$ cat config.mk
export PLATFORM = sky130hd
export DESIGN_NAME = dma_req_timeout
export DESIGN_NICKNAME = d
export VERILOG_FILES = /design/src/rtl/rto_pkg.sv /design/src/rtl/rto_prescaler.sv /design/src/rtl/rto_fall_det.sv /design/src/rtl/rto_tick_counter.sv /design/src/rtl/dma_req_timeout.sv
export SDC_FILE = /design/constraint.sdc
export NUM_CORES = 1
export LEC_CHECK = 0
export ABC_AREA = 1
export CAP_MARGIN = 10
export CORE_AREA = 4 4 70 72
export DETAILED_ROUTE_END_ITERATION = 10
export DIE_AREA = 0 0 74 76
export GPL_TIMING_DRIVEN = 0
export PLACE_DENSITY = 0.83
export SYNTH_ARGS = -nofsm -noshare
export SYNTH_HDL_FRONTEND = slang
export SYNTH_HIERARCHICAL = 1
export SYNTH_SLANG_ARGS = --single-unit
$ cat constraint.sdc
create_clock -name clk -period 2.5 [get_ports clk]
set_input_delay 0.5 -clock clk [delete_from_list [all_inputs] [get_ports clk]]
set_output_delay 0.5 -clock clk [all_outputs]
set_load 0.005 [all_outputs]
$ cat src/rtl/rto_pkg.sv
package rto_pkg;
  typedef enum logic [1:0] {
    ST_IDLE  = 2'd0,
    ST_ARMED = 2'd1,
    ST_RUN   = 2'd2,
    ST_HOLD  = 2'd3
  } rto_state_e;
endpackage

$ cat src/rtl/rto_prescaler.sv
// Free-running phase counter with three power-of-two taps.
module rto_prescaler #(
  parameter int DIV_LO  = 256,
  parameter int DIV_MID = 65536,
  parameter int DIV_HI  = 16777216
) (
  input  logic       clk,
  input  logic       rst_n,
  input  logic [1:0] psel_i,
  output logic       tick_o
);
  localparam int LG_LO  = $clog2(DIV_LO);
  localparam int LG_MID = $clog2(DIV_MID);
  localparam int LG_HI  = $clog2(DIV_HI);
  localparam int PH_W   = LG_HI;
  localparam int NTAP   = 3;
  localparam int LG [NTAP] = '{LG_LO, LG_MID, LG_HI};

  logic [PH_W-1:0] ph_q;
  logic [NTAP-1:0] tap;

  // phase never restarts except on reset
  always_ff @(posedge clk or negedge rst_n) begin
    if (!rst_n) ph_q <= '0;
    else        ph_q <= ph_q + 1'b1;
  end

  for (genvar g = 0; g < NTAP; g++) begin : g_tap
    assign tap[g] = &ph_q[LG[g]-1:0];
  end

  always_comb begin
    case (psel_i)
      2'd1:    tick_o = tap[0];
      2'd2:    tick_o = tap[1];
      2'd3:    tick_o = tap[2];
      default: tick_o = 1'b0;
    endcase
  end

  if (DIV_LO > 1) begin : g_chk
    AST_TICK_SPACED: assert property (@(posedge clk) disable iff (!rst_n)
      tap[0] |=> !tap[0]);
  end
endmodule

$ cat src/rtl/rto_fall_det.sv
// Registers the request line and flags its active-to-inactive edge.
module rto_fall_det (
  input  logic clk,
  input  logic rst_n,
  input  logic req_i,
  output logic fall_o
);
  logic req_q;

  always_ff @(posedge clk or negedge rst_n) begin
    if (!rst_n) req_q <= 1'b0;
    else        req_q <= req_i;
  end

  assign fall_o = req_q & ~req_i;

  AST_FALL_FROM_HIGH: assert property (@(posedge clk) disable iff (!rst_n)
    fall_o |-> $past(req_i));
endmodule

$ cat src/rtl/rto_tick_counter.sv
// Start control, tick counter and timeout pulse.
module rto_tick_counter
  import rto_pkg::*;
#(
  parameter int TSEL_W = 3
) (
  input  logic              clk,
  input  logic              rst_n,
  input  logic              en_i,
  input  logic              tick_i,
  input  logic              fall_i,
  input  logic              restart_i,
  input  logic              wait_i,
  input  logic [TSEL_W-1:0] tsel_i,
  output logic              timeout_o
);
  localparam int CNT_W = (1 << TSEL_W) + 2;

  rto_state_e       st_q;
  logic [CNT_W-1:0] cnt_q;
  logic [CNT_W-1:0] cnt_nxt;
  logic [CNT_W-1:0] period;
  logic             to_q;

  assign period  = {{(CNT_W-1){1'b0}}, 1'b1} << (int'(tsel_i) + 2);
  assign cnt_nxt = cnt_q + 1'b1;

  always_ff @(posedge clk or negedge rst_n) begin
    if (!rst_n) begin
      st_q  <= ST_IDLE;
      cnt_q <= '0;
      to_q  <= 1'b0;
    end else begin
      to_q <= 1'b0;
      if (!en_i) begin
        st_q  <= ST_IDLE;
        cnt_q <= '0;
      end else if (st_q == ST_IDLE || restart_i) begin
        st_q  <= wait_i ? ST_ARMED : ST_RUN;
        cnt_q <= '0;
      end else begin
        case (st_q)
          ST_ARMED: begin
            if (fall_i) begin
              st_q  <= ST_RUN;
              cnt_q <= '0;
            end
          end
          ST_RUN: begin
            if (tick_i) begin
              cnt_q <= cnt_nxt;
              if (cnt_nxt >= period) begin
                st_q <= ST_HOLD;
                to_q <= 1'b1;
              end
            end
          end
          default: ;
        endcase
      end
    end
  end

  assign timeout_o = to_q;

  AST_SINGLE_PULSE: assert property (@(posedge clk) disable iff (!rst_n)
    timeout_o |=> !timeout_o);
  AST_HOLD_STAYS: assert property (@(posedge clk) disable iff (!rst_n)
    (st_q == ST_HOLD && en_i && !restart_i) |=> (st_q == ST_HOLD && $stable(cnt_q)));
  AST_OFF_SILENT: assert property (@(posedge clk) disable iff (!rst_n)
    !en_i |=> (!timeout_o && cnt_q == '0));
  AST_RESTART_CLEARS: assert property (@(posedge clk) disable iff (!rst_n)
    (en_i && restart_i) |=> (cnt_q == '0 && !timeout_o));
  AST_FIRES_ON_TICK: assert property (@(posedge clk) disable iff (!rst_n)
    $rose(timeout_o) |-> $past(tick_i));
  AST_ARMED_FROZEN: assert property (@(posedge clk) disable iff (!rst_n)
    (st_q == ST_ARMED && en_i && !fall_i && !restart_i) |=> (st_q == ST_ARMED && cnt_q == '0));
endmodule

$ cat src/rtl/dma_req_timeout.sv
module dma_req_timeout #(
  parameter int DIV_LO  = 256,
  parameter int DIV_MID = 65536,
  parameter int DIV_HI  = 16777216,
  parameter int TSEL_W  = 3
) (
  input  logic              clk,
  input  logic              rst_n,
  input  logic              req_i,
  input  logic              beat_done_i,
  input  logic              req_wait_i,
  input  logic [1:0]        psel_i,
  input  logic [TSEL_W-1:0] tsel_i,
  output logic              timeout_o
);
  logic tick;
  logic fall;
  logic en;

  assign en = (psel_i != 2'd0);

  rto_prescaler #(
    .DIV_LO (DIV_LO),
    .DIV_MID(DIV_MID),
    .DIV_HI (DIV_HI)
  ) u_pre (
    .clk   (clk),
    .rst_n (rst_n),
    .psel_i(psel_i),
    .tick_o(tick)
  );

  rto_fall_det u_fall (
    .clk   (clk),
    .rst_n (rst_n),
    .req_i (req_i),
    .fall_o(fall)
  );

  rto_tick_counter #(
    .TSEL_W(TSEL_W)
  ) u_cnt (
    .clk      (clk),
    .rst_n    (rst_n),
    .en_i     (en),
    .tick_i   (tick),
    .fall_i   (fall),
    .restart_i(beat_done_i),
    .wait_i   (req_wait_i),
    .tsel_i   (tsel_i),
    .timeout_o(timeout_o)
  );
endmodule

==> out/metrics.yaml <==
hp-class: "in2async"
p_per_area_mw_per_mm2: 497
path_cells: "clkdlybuf4s50_1, ha_1, inv_2, nor2_2, nand2_1, ha_1, nand2_1, inv_1, nand2_1, nor2_2, nor2_4, nand3_2, nand2_1, nand2_1, nand2_1"
multi_input_comb_area_mm2: 0.00139
gr-usage-all-layers_pct: 18.3
fin_crit_ps: 2350
worst_pin_slew_ps: 814
design_area_mm2: 0.00275
grt_pass1_wl_mm: 8.20
final-seq-area_um2: 951
r2r_slack_ps: 250
crit_top_cell: "nand2_1"
syn_area_per_cell_um2: 7.80
cp.required_ps: 2680
dieArea_mm2: 0.00562
synth.distinct_cells: 27
power.total_mw: 1.37
hpwl_mm: 3.65
port_buffers: 10
top_level_ports: 11
path_buf_inv: 3
hold_buffers: 0
ant_nets: 0
synth_top_area_cell: "dfrtp_1"
drv_slew: 0
nFillCells: 343
die_h_um: 76
gp_congestion: 0.835
dr_wl_met3_um: 174
crit_type: "in2reg"
die_w_um: 74
initial_utilization_pct: 57.8
synth_fp_nets: 343
ys_ff_latch: 38
ys_warn_count: 6
synth_top_cell_area_share_pct: 38.3
htreeDepth: 2
via_per_inst: 5.22
syn_area_mm2: 0.00248
grt.overflow.total: 0
grt_max_degree: 39
p_leak_nw: 1.43
cp.arrival_ps: 2530
rows: 24
synthTopCellsByArea: "dfrtp_1 (38%), nand2_1 (15%), ha_1 (7.6%)"
cts_sinks: 38
num_vias: 2030
numCtsBuffers: 5
crit_path_top_delay_cell: "clkdlybuf4s50_1"
antenna_cells: 0
hold_viol_final: 0
crit_path_max_incr_delay_ps: 480
clock_path_buffers: 2
critical-path-top-delay-family: "simple AND/OR/NAND/NOR gates"
relSlewSlack_pct: 45.7
r2r-start: "u_cnt/cnt_q[0]"
cp_max_fo: 5
max_freq_mhz: 425
syn_inst: 318
startpoint_type: "primary input"
antenna_found_initial: 0
synth-seq-area-share_pct: 38.3
fin_nets: 362
drc: 0
core_area_mm2: 0.00429
routedWlPerCell_um: 12.0
dr.first_iter.drc_count: 84
routed_wl_mm: 4.65
drv_cap: 0
ff2ff_path_depth: 15
clk_pin_slew_ps: 70
root_buffer: "clkbuf_8"
fin_crit_sh_pct: 94.2
clock_latency_ps: 280
ir_drop_mv: 0.423
area_growth_syn_to_layout_pct: 10.9
grt_pass1_vias: 1901
regToRegEndpoint: "u_cnt/st_q[1]"
drt-met1-wl_mm: 2.15
cp-end-kind: "register"
setup_viol: 0
top_layer: "met4"
cts_tree: "built"
finClkSkew_ps: 4.95
status: "completed"
drive_above_1_share_pct: 14.2
met2_length_mm: 2.26
placed_cell_area_mm2: 0.00264
drt_pass1_iterations: 4
==> per-layer routing <==
layer	GRT usage, %	up-vias
met4	5.62	0
li1	-	1034
met5	0	-
met1	25.7	946
met3	3.69	9
met2	28.2	41
==> synthesized netlist by cell type (all sizes together) <==
cell type and instances:
ha 15, nor2 49, and2 4, o21ai 4, xor2 13, a21oi 5, o211ai 1, nand3 23
nand4 3, dfrtp 38, inv 42, o22ai 3, nand3b 7, nand2 104, xnor2 6, nor3 1
==> where the power goes <==
group / switching (mW) / internal (mW)
Clock: 0.202 / 0.187
Sequential: 0.0210 / 0.639
Combinational: 0.203 / 0.117
==> sequential cells by signal, summed over array words and instances (netlist names) <==
name / cells
u_fall/req_q: 1
u_cnt/cnt_q: 10
u_pre/ph_q: 24
u_cnt/timeout_o: 1
u_cnt/st_q: 2
==> timing repair <==
item,CTS,global route
endpoints found under the setup margin,0,3
hold endpoints to repair,0,0
resized for setup,0,7
setup buffers,0,2
==> area by class of cell <==
| class | instances | area share (%) |
|---|---|---|
| Clock buffer | 5 | 2.50 |
| Clock inverter | 2 | 0.364 |
| Inverter | 42 | 5.73 |
| Multi-Input combinational cell | 238 | 50.5 |
| Sequential cell | 38 | 34.5 |
| Tap cell | 52 | 2.36 |
| Timing Repair Buffer | 12 | 4.00 |
==> cell families (layout without fill, tap and decap cells) <==
logic type | count (synthesis) | after routing | share of synthesized area [%]
and+or+nand+nor | 191 | 191 | 36.9
DFF | 38 | 38 | 38.3
adders and majority gates | 15 | 15 | 7.56
AOI/OAI and AO/OA | 13 | 13 | 3.83
buffers and inverters | 42 | 61 | 6.35
xor gates and xnor gates | 19 | 19 | 7.01
==> worst max path at each step <==
stage / from / to / depth (start not counted)
6_report: tsel_i[1] / u_cnt/st_q[0] / 15
5_1_grt: tsel_i[1] / u_cnt/st_q[1] / 15
4_1_cts: tsel_i[1] / u_cnt/st_q[1] / 14
3_5_place_dp: tsel_i[1] / u_cnt/st_q[1] / 14
3_3_place_gp: tsel_i[1] / u_cnt/st_q[0] / 14
2_1_floorplan: u_cnt/cnt_q[0] / u_cnt/st_q[0] / 17
==> placed cells by master, fill, tap and decap left out, types with 3 or more instances in the layout <==
cell type	Yosys	routed
clkdlybuf4s50_1	0	9
xnor2_1	5	5
nand2_2	5	6
nand3_2	3	3
a21oi_1	5	5
dfrtp_1	38	38
inv_1	38	37
nand3_1	20	20
and2_1	4	4
xor2_1	13	13
nand2_1	97	96
clkbuf_8	0	5
nand3b_1	7	7
nor2_1	36	32
ha_1	15	15
nand4_1	3	3
nor2_4	5	6
inv_2	4	5
nor2_2	7	10
==> through the flow <==
step | setup TNS (ps) | cells | util [%] | setup WS (ps) | hold WS, ps
floorplan | 0 | 318 | - | 490 | 204
global placement | -507 | 380 | 61.6 | -218 | 469
finish | 0 | 389 | 64.1 | 145 | 307
global route | -16.5 | 389 | 64.1 | -8.27 | 355
CTS | 0 | 387 | 63.3 | 3.62 | 332
detailed placement | -708 | 380 | 61.5 | -293 | 465
Power figures use the tool's default switching activity.
